`config.mk`:
```
export PLATFORM = sky130hd
export DESIGN_NAME = retx_fifo
export DESIGN_NICKNAME = d
export VERILOG_FILES = /design/src/rtl/retx_fifo_pkg.sv /design/src/rtl/retx_fifo_edge.sv /design/src/rtl/retx_fifo_ctrl.sv /design/src/rtl/retx_fifo_store.sv /design/src/rtl/retx_fifo_flags.sv /design/src/rtl/retx_fifo.sv
export SDC_FILE = /design/constraint.sdc
export NUM_CORES = 2
export LEC_CHECK = 0
export BUFFER_PORTS_ARGS = -buffer_cell sky130_fd_sc_hd__clkbuf_2
export CORE_ASPECT_RATIO = 1.1
export CORE_MARGIN = 10
export CORE_UTILIZATION = 50
export CTS_CLUSTER_DIAMETER = 200
export DETAILED_ROUTE_END_ITERATION = 12
export PLACE_DENSITY = 0.75
export SYNTH_ARGS = -nofsm -noshare
export SYNTH_HDL_FRONTEND = slang
export SYNTH_SLANG_ARGS = --single-unit
```
`constraint.sdc`:
```
create_clock -name clk -period 3.7 [get_ports clk]
set_input_delay 0.555 -clock clk [delete_from_list [all_inputs] [get_ports clk]]
set_output_delay 0.555 -clock clk [all_outputs]
set_load 0.005 [all_outputs]
```
`src/rtl/retx_fifo_pkg.sv`:
```
`timescale 1ns/1ps
package retx_fifo_pkg;

  typedef enum logic {
    EDGE_FALL = 1'b0,
    EDGE_RISE = 1'b1
  } edge_pol_e;

  // occupancy at which the half flag turns active
  function automatic int unsigned half_limit(int unsigned depth);
    return depth / 2 + 1;
  endfunction

  function automatic bit above_half(int unsigned occ, int unsigned depth);
    return occ >= half_limit(depth);
  endfunction

  // occupancy after one clock of accepted events
  function automatic int unsigned step_occ(int unsigned occ, bit inc, bit dec);
    return occ + (inc ? 1 : 0) - (dec ? 1 : 0);
  endfunction

endpackage

```
`src/rtl/retx_fifo_edge.sv`:
```
`timescale 1ns/1ps
module retx_fifo_edge #(
  parameter retx_fifo_pkg::edge_pol_e POL = retx_fifo_pkg::EDGE_RISE
) (
  input  logic clk,
  input  logic mr_n,
  input  logic strobe_n,
  output logic evt
);

  logic prev_q;

  always_ff @(posedge clk or negedge mr_n) begin
    if (!mr_n) prev_q <= 1'b1;
    else       prev_q <= strobe_n;
  end

  generate
    if (POL == retx_fifo_pkg::EDGE_RISE) begin : g_rise
      assign evt = ~prev_q & strobe_n;
    end else begin : g_fall
      assign evt = prev_q & ~strobe_n;
    end
  endgenerate

endmodule

```
`src/rtl/retx_fifo_ctrl.sv`:
```
`timescale 1ns/1ps
module retx_fifo_ctrl #(
  parameter int unsigned DEPTH = 256,
  localparam int unsigned AW = $clog2(DEPTH),
  localparam int unsigned OW = AW + 1
) (
  input  logic          clk,
  input  logic          mr_n,
  input  logic          wr_evt,
  input  logic          rd_evt,
  input  logic          rt_n,
  output logic          wr_acc,
  output logic          rd_acc,
  output logic [AW-1:0] wr_addr,
  output logic [AW-1:0] rd_addr,
  output logic [OW-1:0] wptr,
  output logic [OW-1:0] rptr,
  output logic [OW-1:0] occ,
  output logic          proto_err
);
  import retx_fifo_pkg::*;

  localparam logic [OW-1:0] FULL_OCC = OW'(DEPTH);

  logic [OW-1:0] wptr_q, rptr_q, occ_q;
  logic          err_q;
  logic          rt_act;

  assign rt_act = ~rt_n;
  assign wr_acc = wr_evt & ~rt_act & (occ_q != FULL_OCC);
  assign rd_acc = rd_evt & ~rt_act & (occ_q != '0);

  always_ff @(posedge clk or negedge mr_n) begin
    if (!mr_n) begin
      wptr_q <= '0;
      rptr_q <= '0;
      occ_q  <= '0;
      err_q  <= 1'b0;
    end else begin
      err_q <= rt_act & (wr_evt | rd_evt);
      if (rt_act) begin
        // rewind: read position to location zero, count = write position - 0
        rptr_q <= '0;
        occ_q  <= wptr_q - OW'(0);
      end else begin
        if (wr_acc) wptr_q <= wptr_q + 1'b1;
        if (rd_acc) rptr_q <= rptr_q + 1'b1;
        occ_q <= OW'(step_occ(32'(occ_q), wr_acc, rd_acc));
      end
    end
  end

  assign wr_addr   = wptr_q[AW-1:0];
  assign rd_addr   = rptr_q[AW-1:0];
  assign wptr      = wptr_q;
  assign rptr      = rptr_q;
  assign occ       = occ_q;
  assign proto_err = err_q;

endmodule

```
`src/rtl/retx_fifo_store.sv`:
```
`timescale 1ns/1ps
module retx_fifo_store #(
  parameter int unsigned DEPTH = 256,
  parameter int unsigned WIDTH = 9,
  localparam int unsigned AW = $clog2(DEPTH)
) (
  input  logic             clk,
  input  logic             mr_n,
  input  logic             we,
  input  logic [AW-1:0]    waddr,
  input  logic [WIDTH-1:0] wdata,
  input  logic             re,
  input  logic [AW-1:0]    raddr,
  output logic [WIDTH-1:0] rdata
);

  logic [WIDTH-1:0] mem [DEPTH];
  logic [WIDTH-1:0] rdata_q;

  always_ff @(posedge clk) begin
    if (we) mem[waddr] <= wdata;
  end

  always_ff @(posedge clk or negedge mr_n) begin
    if (!mr_n)   rdata_q <= '0;
    else if (re) rdata_q <= mem[raddr];
  end

  assign rdata = rdata_q;

endmodule

```
`src/rtl/retx_fifo_flags.sv`:
```
`timescale 1ns/1ps
module retx_fifo_flags #(
  parameter int unsigned DEPTH = 256,
  localparam int unsigned OW = $clog2(DEPTH) + 1
) (
  input  logic [OW-1:0] occ,
  output logic          empty_n,
  output logic          full_n,
  output logic          half_n
);
  import retx_fifo_pkg::*;

  localparam logic [OW-1:0] FULL_OCC = OW'(DEPTH);

  always_comb begin
    empty_n = (occ != '0);
    full_n  = (occ != FULL_OCC);
    half_n  = ~above_half(32'(occ), DEPTH);
  end

endmodule

```
`src/rtl/retx_fifo.sv`:
```
`timescale 1ns/1ps
module retx_fifo #(
  parameter int unsigned DEPTH = 256,
  parameter int unsigned WIDTH = 9
) (
  input  logic             clk,
  input  logic             mr_n,
  input  logic             wr_n,
  input  logic             rd_n,
  input  logic             rt_n,
  input  logic [WIDTH-1:0] din,
  output logic [WIDTH-1:0] dout,
  output logic             dout_oe,
  output logic             empty_n,
  output logic             full_n,
  output logic             half_n,
  output logic             proto_err
);
  import retx_fifo_pkg::*;

  localparam int unsigned AW = $clog2(DEPTH);
  localparam int unsigned OW = AW + 1;

  logic          wr_evt, rd_evt, wr_acc, rd_acc;
  logic [AW-1:0] wr_addr, rd_addr;
  logic [OW-1:0] wptr, rptr, occ;
  logic          oe_q;

  retx_fifo_edge #(.POL(EDGE_RISE)) u_wr_edge (
    .clk(clk), .mr_n(mr_n), .strobe_n(wr_n), .evt(wr_evt)
  );

  retx_fifo_edge #(.POL(EDGE_FALL)) u_rd_edge (
    .clk(clk), .mr_n(mr_n), .strobe_n(rd_n), .evt(rd_evt)
  );

  retx_fifo_ctrl #(.DEPTH(DEPTH)) u_ctrl (
    .clk(clk), .mr_n(mr_n), .wr_evt(wr_evt), .rd_evt(rd_evt), .rt_n(rt_n),
    .wr_acc(wr_acc), .rd_acc(rd_acc), .wr_addr(wr_addr), .rd_addr(rd_addr),
    .wptr(wptr), .rptr(rptr), .occ(occ), .proto_err(proto_err)
  );

  retx_fifo_store #(.DEPTH(DEPTH), .WIDTH(WIDTH)) u_store (
    .clk(clk), .mr_n(mr_n), .we(wr_acc), .waddr(wr_addr), .wdata(din),
    .re(rd_acc), .raddr(rd_addr), .rdata(dout)
  );

  retx_fifo_flags #(.DEPTH(DEPTH)) u_flags (
    .occ(occ), .empty_n(empty_n), .full_n(full_n), .half_n(half_n)
  );

  always_ff @(posedge clk or negedge mr_n) begin
    if (!mr_n)       oe_q <= 1'b0;
    else if (rd_acc) oe_q <= 1'b1;
    else if (rd_n)   oe_q <= 1'b0;
  end

  assign dout_oe = oe_q;

endmodule

```
==> metrics <==
final hold vios 0; share of power burned in combinational logic about 7.0%; Hold/Removal Path Class primary input to register; final setup skew ~0.053 ns; final RePlAce weighted congestion just over 0.9; CP bufs+invs 4; peak fanout along the critical path 15; crit end category register; sequential area share after synthesis 76.74%; Worst VDD drop 0.0004067 V; final net count 4898; die area between 200000 and 250000 um2; CP max stage cell mux4_2; Switching Fraction about 22%; Setup CP Type register to register; crit-path cells buf_4, buf_4, buf_4, mux4_2, nand2_1, nor2_1, a21oi_1, o32ai_1, o41ai_1, buf_4, o32ai_1; clock latency on the worst-skew pair ~0.88 ns; CTS Sinks roughly 2300; largest net degree at the start of global routing between 100 and 150; worst slack, placed -0.2520 ns; Core Area around 180000 um2; Pwr per Cell Area 526.8 nW/um2; Post-synth ARST share roughly 1.7%; vias in the first global route between 40000 and 50000; part of the cycle the worst path needs between 90% and 100%; Initial Util around half; first-pass GRT wire length ~350 mm; H-Tree Level Count 4; PnR worst setup slack 0.004498 ns; Reg power frac between 50% and 60%; grt ovf 0; cell repeated most along the worst path buf_4; wire per inst 32.45 um; setup tns final 0 ns; synthesized area about 90000 um2; final setup fails 0; Max Fclk about 0.27 GHz; Post-Syn Area per Cell 20.99 um2; CP endpoint u_store.rdata[1]; Final min period ~3.7 ns; Yosys reg bits 2343; area leader, netlist edfxtp_1; Root Buffer clkbuf_16; status finished, final reports clean; CP max stage delay around 0.55 ns; max capacitance violation total 0; Synth-to-Final Area Change 14.57%; vias slightly below 50000; Crit. Startpoint u_ctrl.rptr[0]; leading post-synthesis cells by cell area edfxtp_1, mux4_2, mux2i_1; share of cells above drive strength 1 about 28%; Pint around 0.043 W; Die Y 468.5 um; DRT Pass-1 Iters 6; Clock transition at path regs ~0.06 ns; Reg2Reg Setup Slack ~0.0045 ns; Bufs on Longest Clock Path 3; synth unique cells 65; terminus of the critical flop-to-flop path u_store.rdata[1]; startpoint type of the worst setup path register; Yosys top cell area share about three quarters; multi-input combinational cell area between 15000 and 20000 um2; num rows approximately 160; critical path data arrival time ~4.4 ns; CP top delay family compound AO/OA/AOI/OAI gates; CTS Buf Count around 220; register area 70180 um2; CTS tree built; Routed Antenna Nets 0; Stages on worst setup path 11; Final Util between 50 and 60%; Post-synth EDFFs around 2300; Psw 0.01206 W; Pleak approximately 33 nW; Syn Nets 4393; initial antenna violation count 8; Tot Pwr approximately 0.055 W; Via density ~6.4; DRT iter0 DRCs 6903; drt total wl between 200 and 250 mm; Final Max Slew Viols 0; Clock power frac between 30% and 40%; Port-buffer cells 27; RSZ-0062 raised after global routing no; worst rel slew slack around an eighth; Warnings, synthesis 0; actual slew at the worst max-slew pin between 1 and 1.5 ns; DR DRC count 0; io pins 28; GRT Overall Usage between 20% and 30%; Syn Inst Count 4356; Layout fillers around 13000; top_reg_cell synth edfxtp_1; worst r2r src u_ctrl.rptr[0]; critical path required time about 4.5 ns; Final HPWL DP roughly 150 mm; Worst R2R Path Depth 11; Die X between 400 and 500 um
-- how the worst min path moves through the flow --
stage,from,to,slack [ns],cells past startpoint
floorplan,mr_n,dout_oe,0.26,0
global placement,mr_n,u_store.rdata[0],0.49,1
detailed placement,mr_n,u_store.rdata[0],0.48,1
CTS,din[4],u_store.mem[249][4],0.19,1
global route,din[4],u_store.mem[65][4],0.23,1
finish,din[4],u_store.mem[77][4],0.23,1
-- Yosys cell counts (21+ instances only) --
library cell / count
a21oi_1: 86
a22oi_1: 51
buf_1: 24
buf_2: 49
buf_4: 34
buf_6: 37
clkbuf_1: 111
dfrtp_1: 37
edfxtp_1: 2304
ha_1: 22
inv_1: 23
mux2_2: 23
mux2i_1: 217
mux4_2: 526
nand2_1: 99
nand3_1: 24
nor2_1: 321
nor2b_1: 21
nor3_1: 25
o21ai_0: 36
o221ai_1: 43
o22ai_1: 47
-- final cells by class --
| class | count | area share [%] |
|---|---|---|
| multi-input combinational | 1728 | 18.82 |
| clock inverter | 124 | 1.166 |
| inverter | 26 | 0.1003 |
| timing repair buffer | 547 | 4.589 |
| clock buffer | 269 | 5.438 |
| tap | 2407 | 2.875 |
| sequential | 2343 | 67.00 |
| antenna | 5 | 0.01194 |
-- worst reg2reg max path, stage by stage, from the launching register on --
cell and delay (ns):
dfrtp_4 0.53, buf_4 0.32, buf_4 0.35, buf_4 0.29, mux4_2 0.55, nand2_1 0.09, nor2_1 0.04, a21oi_1 0.51
o32ai_1 0.31, o41ai_1 0.34, buf_4 0.18, o32ai_1 0.07
-- stage by stage --
| step | hold slack [ns] | instances | area, um2 |
|---|---|---|---|
| 2_1_floorplan | 0.2594 | 4356 | 91430 |
| 3_3_place_gp | 0.4868 | 7044 | 97740 |
| 3_5_place_dp | 0.4767 | 7044 | 97740 |
| 4_1_cts | 0.1859 | 7444 | 104700 |
| 5_1_grt | 0.2252 | 7445 | 104700 |
| 6_report | 0.2311 | 7449 | 104800 |
-- registers in the layout (all words and copies together), names as in the netlist --
| signal | cells |
|---|---|
| u_wr_edge.prev_q | 1 |
| u_store.mem | 2304 |
| u_store.rdata | 9 |
| u_rd_edge.prev_q | 1 |
| u_ctrl.proto_err | 1 |
| u_ctrl.rptr | 8 |
| u_ctrl.wptr | 9 |
| dout_oe | 1 |
| u_ctrl.occ | 9 |
-- power by group through the flow --
| stage | Sequential, W | Clock, W | Combinational [W] |
|---|---|---|---|
| floorplan | 0.0299 | 0 | 0.00237 |
| global placement | 0.0300 | 0 | 0.00372 |
| detailed placement | 0.0300 | 0 | 0.00380 |
| CTS | 0.0294 | 0.0221 | 0.00386 |
| global route | 0.0294 | 0.0231 | 0.00411 |
| finish | 0.0295 | 0.0219 | 0.00386 |
-- placed cells by master, fill, tap and decap left out, drive strengths merged, types with 20 or more instances in the layout --
cell type and count:
a221oi 20, o221ai 43, o22ai 47, inv 36
buf 516, mux2i 217, a21oi 86, a22oi 51
nor2 321, mux4 526, clkbuf 296, o21ai 36
edfxtp 2304, nor2b 21, dfrtp 37, clkinv 85
nor3 25, nand3 24, ha 22, nand2 99
mux2 23
-- cells by family (layout without fill, tap and decap cells) --
group | Yosys count | in the layout | share of synthesized area (%)
flip-flops | 2343 | 2343 | 76.74
multiplexers | 766 | 766 | 15.62
AND/OR/NAND/NOR | 543 | 543 | 2.511
AO/OA/AOI/OAI | 376 | 376 | 2.877
buffers and inverters | 285 | 966 | 1.741
adder cells (fa/ha/maj) | 23 | 23 | 0.3230
XOR/XNOR | 20 | 20 | 0.1916
other | 0 | 5 | 0
-- per-layer routing --
metal  share of wire, %  up-vias  track usage (%)
met1                 34    24950            30.71
met3                 11      681            6.022
met2                 48     3280            37.75
met4                6.6       12            13.99
li1                   -    19090                -
met5              0.042        -                0
-- timing repair --
item / CTS / global route
hold endpoints to repair: 13 / 0
setup endpoints to repair: 2 / 1
pin swaps: 0 / 0
setup buffers: 3 / 0
resized for setup: 1 / 1
hold buffers: 4 / 0
(Power assumes the default switching activity.)
